### src/rtl/gcr_pkg.sv
package gcr_pkg;
  typedef enum logic [0:0] {
    SRC_IDLE = 1'b0,
    SRC_WAIT = 1'b1
  } src_state_t;
endpackage

### src/rtl/gcr_fifo.sv
module gcr_fifo #(
  parameter int DW    = 14,
  parameter int DEPTH = 4
) (
  input  logic          clk,
  input  logic          rst,
  input  logic          wr_en,
  input  logic [DW-1:0] wr_data,
  input  logic          rd_en,
  output logic [DW-1:0] rd_data,
  output logic          full,
  output logic          empty
);
  localparam int PTR_W = (DEPTH > 1) ? $clog2(DEPTH) : 1;
  localparam int CNT_W = $clog2(DEPTH + 1);

  logic [DW-1:0]    mem [DEPTH];
  logic [PTR_W-1:0] wr_ptr, rd_ptr;
  logic [CNT_W-1:0] fill;
  logic             do_wr, do_rd;

  assign full  = (fill == CNT_W'(DEPTH));
  assign empty = (fill == '0);
  assign do_wr = wr_en && !full;
  assign do_rd = rd_en && !empty;

  function automatic logic [PTR_W-1:0] bump(input logic [PTR_W-1:0] p);
    return (p == PTR_W'(DEPTH - 1)) ? '0 : p + 1'b1;
  endfunction

  // write port: no reset, so the array maps to block RAM
  always_ff @(posedge clk) begin
    if (do_wr) mem[wr_ptr] <= wr_data;
  end

  // registered read port
  always_ff @(posedge clk) begin
    if (do_rd) rd_data <= mem[rd_ptr];
  end

  always_ff @(posedge clk) begin
    if (rst) begin
      wr_ptr <= '0;
      rd_ptr <= '0;
      fill   <= '0;
    end else begin
      if (do_wr) wr_ptr <= bump(wr_ptr);
      if (do_rd) rd_ptr <= bump(rd_ptr);
      case ({do_wr, do_rd})
        2'b10:   fill <= fill + 1'b1;
        2'b01:   fill <= fill - 1'b1;
        default: fill <= fill;
      endcase
    end
  end
endmodule

### src/rtl/gcr_chan_counter.sv
module gcr_chan_counter #(
  parameter int CNT_W = 8,
  parameter int LEN_W = 6,
  parameter int TAG_W = 4
) (
  input  logic             clk,
  input  logic             rst,
  input  logic [CNT_W-1:0] thresh,
  input  logic             chq_valid,
  input  logic [TAG_W-1:0] chq_tag,
  input  logic [LEN_W-1:0] chq_len,
  input  logic             flit_sent,
  output logic             chr_valid,
  output logic [TAG_W-1:0] chr_tag,
  output logic             chr_ok,
  output logic [CNT_W-1:0] resv_count
);
  localparam int SUM_W = CNT_W + 1;

  logic [SUM_W-1:0] prospective;
  logic [SUM_W-1:0] grown;
  logic             fits;
  logic [CNT_W-1:0] count_nxt;

  // widened sum so the ceiling compare cannot wrap
  assign prospective = SUM_W'(resv_count) + SUM_W'(chq_len);
  assign fits        = prospective <= SUM_W'(thresh);
  assign grown       = (chq_valid && fits) ? prospective : SUM_W'(resv_count);

  always_comb begin
    if (flit_sent && grown != '0) count_nxt = CNT_W'(grown - 1'b1);
    else                          count_nxt = CNT_W'(grown);
  end

  always_ff @(posedge clk) begin
    if (rst) begin
      resv_count <= '0;
      chr_valid  <= 1'b0;
      chr_tag    <= '0;
      chr_ok     <= 1'b0;
    end else begin
      resv_count <= count_nxt;
      chr_valid  <= chq_valid;
      if (chq_valid) begin
        chr_tag <= chq_tag;
        chr_ok  <= fits;
      end
    end
  end
endmodule

### src/rtl/gcr_requester.sv
module gcr_requester
  import gcr_pkg::*;
#(
  parameter int ID_W    = 8,
  parameter int LEN_W   = 6,
  parameter int TAG_W   = 4,
  parameter int DEPTH   = 4,
  parameter int TIMEOUT = 16
) (
  input  logic             clk,
  input  logic             rst,
  input  logic             pkt_valid,
  input  logic [ID_W-1:0]  pkt_id,
  input  logic [LEN_W-1:0] pkt_len,
  output logic             pkt_ready,
  output logic             req_valid,
  output logic [TAG_W-1:0] req_tag,
  output logic [LEN_W-1:0] req_len,
  input  logic             rsp_in_valid,
  input  logic [TAG_W-1:0] rsp_in_tag,
  input  logic             rsp_in_ok,
  output logic             dec_valid,
  output logic [ID_W-1:0]  dec_id,
  output logic [LEN_W-1:0] dec_len,
  output logic             dec_minimal
);
  localparam int DW    = ID_W + LEN_W;
  localparam int TMR_W = $clog2(TIMEOUT + 1);

  src_state_t       state;
  logic [DW-1:0]    head;
  logic             full, empty, pop;
  logic [TMR_W-1:0] timer;
  logic             match, expired;

  gcr_fifo #(.DW(DW), .DEPTH(DEPTH)) u_hold (
    .clk     (clk),
    .rst     (rst),
    .wr_en   (pkt_valid),
    .wr_data ({pkt_id, pkt_len}),
    .rd_en   (pop),
    .rd_data (head),
    .full    (full),
    .empty   (empty)
  );

  assign pkt_ready = !full;
  assign pop       = (state == SRC_IDLE) && !empty;
  assign req_len   = head[LEN_W-1:0];
  assign match     = (state == SRC_WAIT) && rsp_in_valid && (rsp_in_tag == req_tag);
  assign expired   = (state == SRC_WAIT) && (timer == TMR_W'(TIMEOUT - 1));

  always_ff @(posedge clk) begin
    if (rst) begin
      state       <= SRC_IDLE;
      req_valid   <= 1'b0;
      req_tag     <= '0;
      timer       <= '0;
      dec_valid   <= 1'b0;
      dec_id      <= '0;
      dec_len     <= '0;
      dec_minimal <= 1'b0;
    end else begin
      req_valid <= 1'b0;
      dec_valid <= 1'b0;
      case (state)
        SRC_IDLE: begin
          if (pop) begin
            state     <= SRC_WAIT;
            req_valid <= 1'b1;
            req_tag   <= req_tag + 1'b1;
            timer     <= '0;
          end
        end
        SRC_WAIT: begin
          if (match || expired) begin
            state       <= SRC_IDLE;
            dec_valid   <= 1'b1;
            dec_id      <= head[DW-1:LEN_W];
            dec_len     <= head[LEN_W-1:0];
            dec_minimal <= match && rsp_in_ok;
          end else begin
            timer <= timer + 1'b1;
          end
        end
        default: state <= SRC_IDLE;
      endcase
    end
  end
endmodule

### src/rtl/gc_reserve_unit.sv
module gc_reserve_unit #(
  parameter int ID_W    = 8,
  parameter int LEN_W   = 6,
  parameter int TAG_W   = 4,
  parameter int CNT_W   = 8,
  parameter int DEPTH   = 4,
  parameter int TIMEOUT = 16
) (
  input  logic             clk,
  input  logic             rst,
  input  logic [CNT_W-1:0] thresh,
  input  logic             pkt_valid,
  input  logic [ID_W-1:0]  pkt_id,
  input  logic [LEN_W-1:0] pkt_len,
  output logic             pkt_ready,
  output logic             req_valid,
  output logic [TAG_W-1:0] req_tag,
  output logic [LEN_W-1:0] req_len,
  input  logic             rsp_in_valid,
  input  logic [TAG_W-1:0] rsp_in_tag,
  input  logic             rsp_in_ok,
  output logic             dec_valid,
  output logic [ID_W-1:0]  dec_id,
  output logic [LEN_W-1:0] dec_len,
  output logic             dec_minimal,
  input  logic             chq_valid,
  input  logic [TAG_W-1:0] chq_tag,
  input  logic [LEN_W-1:0] chq_len,
  output logic             chr_valid,
  output logic [TAG_W-1:0] chr_tag,
  output logic             chr_ok,
  input  logic             flit_sent,
  output logic [CNT_W-1:0] resv_count
);
  gcr_requester #(
    .ID_W(ID_W), .LEN_W(LEN_W), .TAG_W(TAG_W),
    .DEPTH(DEPTH), .TIMEOUT(TIMEOUT)
  ) u_src (
    .clk          (clk),
    .rst          (rst),
    .pkt_valid    (pkt_valid),
    .pkt_id       (pkt_id),
    .pkt_len      (pkt_len),
    .pkt_ready    (pkt_ready),
    .req_valid    (req_valid),
    .req_tag      (req_tag),
    .req_len      (req_len),
    .rsp_in_valid (rsp_in_valid),
    .rsp_in_tag   (rsp_in_tag),
    .rsp_in_ok    (rsp_in_ok),
    .dec_valid    (dec_valid),
    .dec_id       (dec_id),
    .dec_len      (dec_len),
    .dec_minimal  (dec_minimal)
  );

  gcr_chan_counter #(
    .CNT_W(CNT_W), .LEN_W(LEN_W), .TAG_W(TAG_W)
  ) u_chan (
    .clk        (clk),
    .rst        (rst),
    .thresh     (thresh),
    .chq_valid  (chq_valid),
    .chq_tag    (chq_tag),
    .chq_len    (chq_len),
    .flit_sent  (flit_sent),
    .chr_valid  (chr_valid),
    .chr_tag    (chr_tag),
    .chr_ok     (chr_ok),
    .resv_count (resv_count)
  );
endmodule

### config.mk
export PLATFORM = sky130hd
export DESIGN_NAME = gc_reserve_unit
export DESIGN_NICKNAME = d
export VERILOG_FILES = /design/src/rtl/gcr_pkg.sv /design/src/rtl/gcr_fifo.sv /design/src/rtl/gcr_chan_counter.sv /design/src/rtl/gcr_requester.sv /design/src/rtl/gc_reserve_unit.sv
export SDC_FILE = /design/constraint.sdc
export NUM_CORES = 1
export LEC_CHECK = 0
export CORE_MARGIN = 5
export CORE_UTILIZATION = 57
export CTS_CLUSTER_DIAMETER = 30
export DETAILED_ROUTE_END_ITERATION = 12
export DONT_BUFFER_PORTS = 1
export GPL_TIMING_DRIVEN = 0
export PLACE_DENSITY = 0.75
export SETUP_SLACK_MARGIN = 0.3
export SKIP_CTS_REPAIR_TIMING = 1
export SYNTH_ARGS = -nofsm -noshare
export SYNTH_HDL_FRONTEND = slang
export SYNTH_SLANG_ARGS = --single-unit
export TNS_END_PERCENT = 10
### constraint.sdc
create_clock -name clk -period 4.3 [get_ports clk]
set_clock_uncertainty 0.2 [all_clocks]
set_input_delay 0.43 -clock clk [delete_from_list [all_inputs] [get_ports clk]]
set_output_delay 0.43 -clock clk [all_outputs]
set_load 0.01 [all_outputs]
Yosys cells after proc, flatten, opt, wreduce, memory -nomap -nowiden

Memories as Yosys holds them, arrays and structs flattened. A register that Yosys moved wholly into a read port is not among the register bits.
Index checks and enable logic that the tools add are counted.

$add $sub $neg: 8
Multipliers: 0
Divide/modulo/power cells: 0
$lt $le $gt $ge: 1
Equality and inequality tests: 9
Shift operators: 0
Multiplexer cells: 14
Bitwise operators: 1
Reductions and logical operators: 20

Operators by type and width:

| operator                                                              | number |
|---|---|
| 5-bit 2-to-1 mux                                                      | 2 |
| 5-bit one-hot mux with 2 select lines                                 | 1 |
| 8-bit by 6-bit adder with 9-bit output                                | 1 |
| 9-bit by 8-bit less-or-equal comparator with 1-bit output             | 1 |
| 1-bit logical AND                                                     | 9 |
| 9-bit 2-to-1 mux                                                      | 1 |
| 9-bit nonzero test                                                    | 1 |
| 8-bit 2-to-1 mux                                                      | 1 |
| 8-bit by 1-bit subtractor with 8-bit output, second input constant    | 1 |
| 2-bit equality test, second input constant                            | 3 |
| 3-bit one-hot mux with 2 select lines                                 | 1 |
| 2-bit AND reduction                                                   | 3 |
| 5-bit by 1-bit adder with 5-bit output, second input constant         | 1 |
| 5-bit by 4-bit equality test with 1-bit output, second input constant | 1 |
| 1-bit 2-to-1 mux                                                      | 5 |
| 2-bit by 1-bit adder with 2-bit output, second input constant         | 2 |
| 4-bit by 1-bit adder with 4-bit output, second input constant         | 1 |
| 4-bit equality test                                                   | 1 |
| 2-bit 2-to-1 mux                                                      | 2 |
| 2-bit != test, second input constant                                  | 2 |
| 2-bit OR reduction                                                    | 2 |
| 3-bit by 1-bit adder with 3-bit output, second input constant         | 1 |
| 3-bit equality test, second input constant                            | 1 |
| 3-bit zero test                                                       | 1 |
| 7 further kinds                                                       | 8 |

Flip-flop bits (word level): 48
Bits in latches: 0
Memory bits (writable): 56
Bits in read-only memories: 0
Input bits: 43
Memories: 1

Memories:

| memory           | words | width | rd ports | clocked after Yosys merged registers in | write ports | RTL line       | RTL |
|---|---|---|---|---|---|---|---|
| u_src.u_hold.mem | 4     | 14    | 1        | 1                                       | 1           | gcr_fifo.sv:17 | `logic [DW-1:0] mem [DEPTH];` |

Longest topological paths before layout

Gate-level depths: netlist of run 1.

Word-level depth: 7
Depth in mapped cells: 22
Mapped depth without buffers: 21

By module

From an unflattened synthesis of run 1, not the netlist that was laid out.

Cell total of the unflattened synthesis: 431
Area total of the unflattened synthesis: 5611.6 um^2

Modules (own cells, without submodules):

| module           | instances | cells each | area each (um^2) |
|---|---|---|---|
| gcr_fifo         | 1         | 139        | 2889.0 |
| gcr_chan_counter | 1         | 159        | 1437.6 |
| gcr_requester    | 1         | 133        | 1285.0 |

Worst setup path before layout of run 1

OpenSTA, ideal clock, no wires.

Path kind: register to register
From: register u_chan.resv_count[0]
To: register u_chan.resv_count[3]
Arrival time: 4.410 ns
Data required time: 3.977 ns
Setup slack: -0.434 ns
Stages on the path, launching flop included: 22
Buffers on the path: 1
Clock period less this slack: 4.734 ns
Path through: dfxtp_1 > ha_1 > inv_1 > fa_1 > nor2b_1 > o31a_1 > o22a_1 > xor2_1 > ha_1 > a21o_1 > a21o_1 > o211ai_4 > nand3_4 > buf_6 > mux2i_1 > ha_1 > nand2_1 > a2111oi_2 > a32oi_1 > a22oi_4 > a211oi_2 > mux2_1

Word-level cells in the longest chain between the ends: 7
Elaborated cells on any way between the ends: 8

RTL lines:

| what                                                                                                | RTL line               | RTL |
|---|---|---|
| start: declaration                                                                                  | gcr_chan_counter.sv:16 | `output logic [CNT_W-1:0] resv_count` |
| start signal: assignment                                                                            | gcr_chan_counter.sv:42 | `resv_count <= count_nxt;` |
| 8-bit by 6-bit adder with 9-bit output                                                              | gcr_chan_counter.sv:26 | `assign prospective = SUM_W'(resv_count) + SUM_W'(chq_len);` |
| 9-bit by 8-bit less-or-equal comparator with 1-bit output                                           | gcr_chan_counter.sv:27 | `assign fits = prospective <= SUM_W'(thresh);` |
| 1-bit logical AND                                                                                   | gcr_chan_counter.sv:28 | `assign grown = (chq_valid && fits) ? prospective : SUM_W'(resv_count);` |
| 9-bit 2-to-1 mux *                                                                                  | gcr_chan_counter.sv:28 |  |
| parallel branches: the longest is 2 deep, another holds 8-bit by 1-bit subtractor with 8-bit output | n/a                    |  |
| 8-bit 2-to-1 mux *                                                                                  | gcr_chan_counter.sv:31 | `if (flit_sent && grown != '0) count_nxt = CNT_W'(grown - 1'b1);` |

Every way passes the cells marked *.
A chain may end at the register's enable or synchronous reset.

Worst setup path in the final report of run 1

From: register u_chan.resv_count[1]
To: register u_chan.resv_count[3]

The elaborated chain is that of the path after synthesis.

==> metrics.txt, run 1 <==
run status complete, but fails checks; failing checks negative setup slack; worst r2r src u_chan.resv_count[1]$_SDFF_PP0_; diodes inserted 0; Hold/Removal Path Class input pin to flop; Multi-input gate area 2241 um2; Critical Path, Cell by Cell ha_4, a21o_1, and4_1, o211ai_1, nand2_1, xnor2_2, ha_1, and3_4, or3b_4, o211ai_4, nand3_4, buf_12, mux2i_4, ha_4, nand2_2, a2111oi_4, a32oi_2, a22oi_4, a211oi_2, mux2_4; Gate Count Post-Synth 440; Pwr Density 684.1 nW/um2; CP max-delay cell dfxtp_4; pins over their slew limit 0; syn avg cell area 12.24 um2; Setup-failing EPs final 6; sequential share of the synthesized area 56.85%; first-pass GRT wire length 18.11 mm; Die H 107.2 um; setup_tns -1.698 ns; crit path launch u_chan.resv_count[1]$_SDFF_PP0_; Initial Utilization 58.31%; Fin. Hold Viols 0; maximum vdd drop 493.1 uV; Nets 562; Fillers 601; post-DR wirelength/cell 19.19 um; fraction of layout cells with a size suffix above 1 22.57%; HPWL after DPL 7.699 mm; root buf cell clkbuf_8; top_reg_cell synth edfxtp_1; Tcrit/Tclk final 108.2%; final cell count without fillers 634; Synth area leaders edfxtp_1, dfxtp_1, mux4_2; DRC viols 0; CTS tree built; placed cells 569; FF-to-FF path depth 20; Mapped Area 5388 um2; arrival time worst endpoint 4.84 ns; CP max FO 7; Max Cap Viol 0; top-area cell type share of the netlist area 39.02%; largest net degree at the start of global routing 24; die width 107.2 um; Register Area 3074 um2; Synth cell types 62; #FFs+latches synth 118; Die Area 11500 um2; vias per cell 5.756; Worst slew margin 43.09%; FF-to-FF setup slack -0.35 ns; GRT Residual Overflow 0; worst path required time 4.49 ns; CP endpoint kind flop; I/O pin count 85; Antenna Violating Nets Remaining 0; final WL 12.17 mm; Routability Congestion 0.8678; reg2reg end u_chan.resv_count[3]$_SDFF_PP0_; placement row count 35; Clock Latency Late Sink 0.51 ns; fraction of registers with async set/reset 0%; Critical Path End u_chan.resv_count[3]$_SDFF_PP0_; area delta synth->final 22.41%; top post-synthesis cells by count edfxtp_1, dfxtp_1, nand2_1; Slowest Stage Delay on Critical Path 0.42 ns; RSZ-0062 raised after global routing yes; measured slew at the worst slew-check pin 0.8484 ns; clk buf depth 2; top-count cell post-synth edfxtp_1; # H-tree levels 4; Final Worst Setup Slack -0.3510 ns; Pre-antenna DRT Iters 5; number of global-route vias before repair 3638; kind of critical path flop to flop; post-layout min period 4.651 ns; Post-Syn Nets 510; Synth warnings 0; initial antenna violation count 0; Num CTS Buffers 17; CP Launch Type flop; Port Buffers 0; via count 3649; Core ar. 9240 um2; Tot GR Track Use 20.84%; Setup WS pre-CTS -0.8145 ns; DR iter-0 viols 244; area leader, netlist edfxtp_1; CTS sink count 118; clock-pin slew on the worst setup and hold paths 0.06 ns; achievable frequency 215.0 MHz; P_leak 2.464 nW; Post-synth EDFFs 70; Crit path top cell by count ha_4
## worst max-delay path, delay by kind of cell (launching register included)
| kind | cells | cell delay, ns |
|---|---|---|
| XOR/XNOR | 1 | 0.15 |
| AO/OA/AOI/OAI | 7 | 1.34 |
| multiplexers | 2 | 0.49 |
| flip-flops | 1 | 0.42 |
| buffers and inverters | 1 | 0.15 |
| adder cells (fa/ha/maj) | 3 | 0.71 |
| AND/OR/NAND/NOR | 6 | 1.06 |
## how the worst min path moves through the flow
stage	start	end	depth (start not counted)	slack [ns]
5_1_grt	flit_sent	u_chan.resv_count[4]$_SDFF_PP0_	3	0.04
3_3_place_gp	u_src.timer[4]$_SDFFE_PP0P_	u_src.timer[4]$_SDFFE_PP0P_	2	0.26
6_report	flit_sent	u_chan.resv_count[1]$_SDFF_PP0_	3	0.02
3_5_place_dp	u_src.timer[4]$_SDFFE_PP0P_	u_src.timer[4]$_SDFFE_PP0P_	2	0.27
4_1_cts	pkt_len[2]	u_src.u_hold.mem[1][2]$_DFFE_PP_	0	-0.21
2_1_floorplan	u_src.timer[4]$_SDFFE_PP0P_	u_src.timer[4]$_SDFFE_PP0P_	2	0.25
## cell families (layout without fill, tap and decap cells)
logic type | after synthesis | after routing | synth area share (%)
simple gates | 129 | 129 | 11.94
flops | 118 | 118 | 56.85
fa+ha+maj | 27 | 27 | 6.549
compound gates | 72 | 72 | 9.220
xor+xnor | 14 | 14 | 2.276
mux | 30 | 30 | 9.127
buf+inv | 50 | 115 | 4.041
## metal layers
metal  GRT usage [%]  vias up  wire (um)
li1                -     1720          -
met4           7.215        0        194
met2           36.91      118       6570
met5               0        -          0
met1           23.22     1795       4626
met3           7.225       16        775
## sequential cells by signal, indices dropped and copies added (netlist names), 2 cells and up
name	count
u_src.u_hold.mem	56
u_src.u_hold.rd_data	14
u_chan.resv_count	8
u_src.dec_id	8
u_src.dec_len	6
u_src.timer	5
u_chan.chr_tag	4
u_src.req_tag	4
u_src.u_hold.fill	3
u_src.u_hold.rd_ptr	2
u_src.u_hold.wr_ptr	2
## report_power, final
part | switching, W | total, W | internal, W | leakage (nW)
clock network | 0.000563 | 0.00142 | 0.000852 | 0.292
registers | 0.000151 | 0.00158 | 0.00143 | 1.04
logic | 0.000822 | 0.00152 | 0.000695 | 1.13
## final cells by class
| cell class | count | share of cell area, % |
|---|---|---|
| clock buffers | 17 | 6.280 |
| inverters | 27 | 1.537 |
| multi-input cells | 272 | 33.98 |
| flip-flops and latches | 118 | 46.61 |
| repair buffers | 33 | 4.477 |
| well taps | 129 | 2.447 |
| plain buffers | 23 | 1.897 |
| clock inverters | 15 | 2.770 |
## metrics by stage
stage | power, W | instance area [um2] | util (%) | hold slack (ns)
finish | 0.004512 | 6595 | 71.37 | 0.01973
floorplan | 0.002583 | 5414 | - | 0.2479
detailed placement | 0.002859 | 5575 | 60.34 | 0.2736
CTS | 0.004294 | 6172 | 66.80 | -0.2068
global placement | 0.002822 | 5575 | 60.34 | 0.2563
global route | 0.004763 | 6595 | 71.37 | 0.03549
## layout by cell type (no fill, tap or decap), drive strengths merged, types with 4 or more instances in the layout
| cell type | netlist | final |
|---|---|---|
| o21ai | 7 | 7 |
| nor2 | 29 | 29 |
| buf | 11 | 25 |
| dlygate4sd3 | 0 | 19 |
| nand3 | 10 | 10 |
| nor2b | 7 | 7 |
| dfxtp | 48 | 48 |
| edfxtp | 70 | 70 |
| a21o | 5 | 5 |
| inv | 26 | 36 |
| nor3 | 6 | 6 |
| or2 | 4 | 4 |
| xnor2 | 5 | 5 |
| a21oi | 36 | 36 |
| nand2 | 44 | 44 |
| clkbuf | 12 | 29 |
| nand4 | 4 | 4 |
| mux4 | 14 | 14 |
| mux2i | 9 | 9 |
| ha | 25 | 25 |
| a211oi | 4 | 4 |
| and3 | 6 | 6 |
| xor2 | 9 | 9 |
| mux2 | 7 | 7 |
Note: power is estimated with default switching activity, not from simulation.
==> run 2, diff against run 1 <==
Clock period 4.3 ns to 3.97 ns, I/O delays scaled along.
==> metrics.txt, run 2 (synthesis gave the netlist of run 1 again) <==
Register Area 3074 um2 (unchanged); largest registers u_src.u_hold.mem x56, u_src.u_hold.rd_data x14 (unchanged); Routability Congestion 0.8766 (was 0.8678); HPWL after DPL 7.809 mm (was 7.699 mm); Pre-antenna DRT Iters 4 (was 5); clock-pin slew on the worst setup and hold paths 0.06 ns (about the same); Pwr Density 742.2 nW/um2 (was 684.1 nW/um2); achievable frequency 213.2 MHz (was 215.0 MHz); Most flops, register u_src.u_hold.mem (unchanged); CP Launch Type flop (unchanged); CTS tree built (unchanged); Max Cap Viol 0 (unchanged); die width 107.2 um (unchanged); max reg flops 56 (unchanged); Die Area 11500 um2 (unchanged); Num CTS Buffers 17 (unchanged); run status complete, but fails checks (unchanged); Hold/Removal Path Class input pin to flop (unchanged); measured slew at the worst slew-check pin 0.7487 ns (was 0.8484 ns); area delta synth->final 21.85% (was 22.41%); Clock Latency Late Sink 0.50 ns (was 0.51 ns); Die H 107.2 um (unchanged); post-layout min period 4.690 ns (was 4.651 ns); final WL 11.83 mm (was 12.17 mm); root buf cell clkbuf_8 (unchanged); Fillers 603 (was 601); post-DR wirelength/cell 18.66 um (was 19.19 um); Antenna Violating Nets Remaining 0 (unchanged); number of global-route vias before repair 3557 (was 3638); pins over their slew limit 0 (unchanged); placement row count 35 (unchanged); # H-tree levels 4 (unchanged); P_leak 2.459 nW (was 2.464 nW); failing checks negative setup slack (unchanged); Nets 562 (unchanged); worst path required time 4.15 ns (was 4.49 ns); initial antenna violation count 0 (unchanged); commonest non-fill, non-tap cell in the layout edfxtp_1 (unchanged); Final Worst Setup Slack -0.7203 ns (was -0.3510 ns); first-pass GRT wire length 18.06 mm (was 18.11 mm); diodes inserted 0 (unchanged); clk buf depth 2 (unchanged); GRT Residual Overflow 0 (unchanged); Setup-failing EPs final 8 (was 6); Multi-input gate area 2197 um2 (was 2241 um2); RSZ-0062 raised after global routing yes (unchanged); placed cells 569 (unchanged); Worst slew margin 50.09% (was 43.09%); vias per cell 5.716 (was 5.756); final cell count without fillers 634 (unchanged); I/O pin count 85 (unchanged); fraction of layout cells with a size suffix above 1 20.59% (was 22.57%); CTS sink count 118 (unchanged); CP endpoint kind flop (unchanged); Initial Utilization 58.31% (unchanged); Core ar. 9240 um2 (unchanged); Finished Core Util 71.05% (was 71.37%); DRC viols 0 (unchanged); DR iter-0 viols 226 (was 244); via count 3624 (was 3649); Fin. Hold Viols 0 (unchanged); arrival time worst endpoint 4.87 ns (was 4.84 ns); largest net degree at the start of global routing 24 (unchanged); Tcrit/Tclk final 118.1% (was 108.2%); kind of critical path flop to flop (unchanged); CP max FO 7 (unchanged); maximum vdd drop 621.3 uV (was 493.1 uV); Port Buffers 0 (unchanged); Tot GR Track Use 20.38% (was 20.84%); commonest cells after routing, fill and taps aside edfxtp_1, dfxtp_1, nand2_1, a21oi_1, nor2_1 (unchanged)
==> run 2: power by group <==
part / switching (W) / total [W] / internal (W)
Sequential: 0.000168 / 0.00172 / 0.00155
Combinational: 0.000876 / 0.00161 / 0.000738
Clock: 0.000571 / 0.00154 / 0.000972
==> run 2: path summary, 6_finish.rpt <==
path,startpoint,endpoint,slack [ns],cells after the start
min,flit_sent,u_chan.resv_count[5]$_SDFF_PP0_,0.0002,3
min reg2reg,u_src.timer[4]$_SDFFE_PP0P_,u_src.timer[4]$_SDFFE_PP0P_,0.29,2
max reg2reg,u_chan.resv_count[1]$_SDFF_PP0_,u_chan.resv_count[3]$_SDFF_PP0_,-0.72,20
max,u_chan.resv_count[1]$_SDFF_PP0_,u_chan.resv_count[3]$_SDFF_PP0_,-0.72,20
==> run 2: routing by layer <==
layer / share of wire, % / wire [um] / GRT usage [%]
met1: 40 / 4742 / 23.69
met2: 53 / 6309 / 35.79
met3: 4.9 / 585 / 6.321
met4: 1.6 / 195 / 6.575
met5: 0 / 0 / 0
==> run 2: critical path: stages (launching register included) <==
cell and delay (ns):
dfxtp_4 0.38, ha_1 0.27, a21o_1 0.19, and4_1 0.24
o211ai_1 0.28, nand2_1 0.10, xnor2_1 0.14, ha_1 0.31
and3_4 0.19, or3b_4 0.38, o211ai_4 0.12, nand3_4 0.11
buf_12 0.15, mux2i_4 0.19, ha_4 0.18, inv_2 0.06
nor2_1 0.05, a32oi_2 0.27, a22oi_4 0.12, a211oi_2 0.26
mux2_1 0.34
==> run 2: area by class of cell <==
cell class	count	area share [%]
sequential	118	46.83
multi-input combinational	272	33.47
clock buffer	17	6.308
timing repair buffer	33	4.536
clock inverter	15	2.897
tap	129	2.459
buffer	23	1.906
inverter	27	1.601
==> run 2: through the flow <==
stage	cell area (um2)	hold WS (ns)	worst slack [ns]	power [W]	TNS, ns
finish	6565	0.0001845	-0.7203	0.004873	-4.154
detailed placement	5578	0.2879	-1.133	0.003106	-6.807
CTS	6182	-0.2284	-1.160	0.004677	-7.030
floorplan	5416	0.2479	-0.6422	0.002799	-3.333
global placement	5578	0.2532	-1.060	0.003049	-6.201
global route	6565	0.01266	-0.9454	0.005148	-5.978
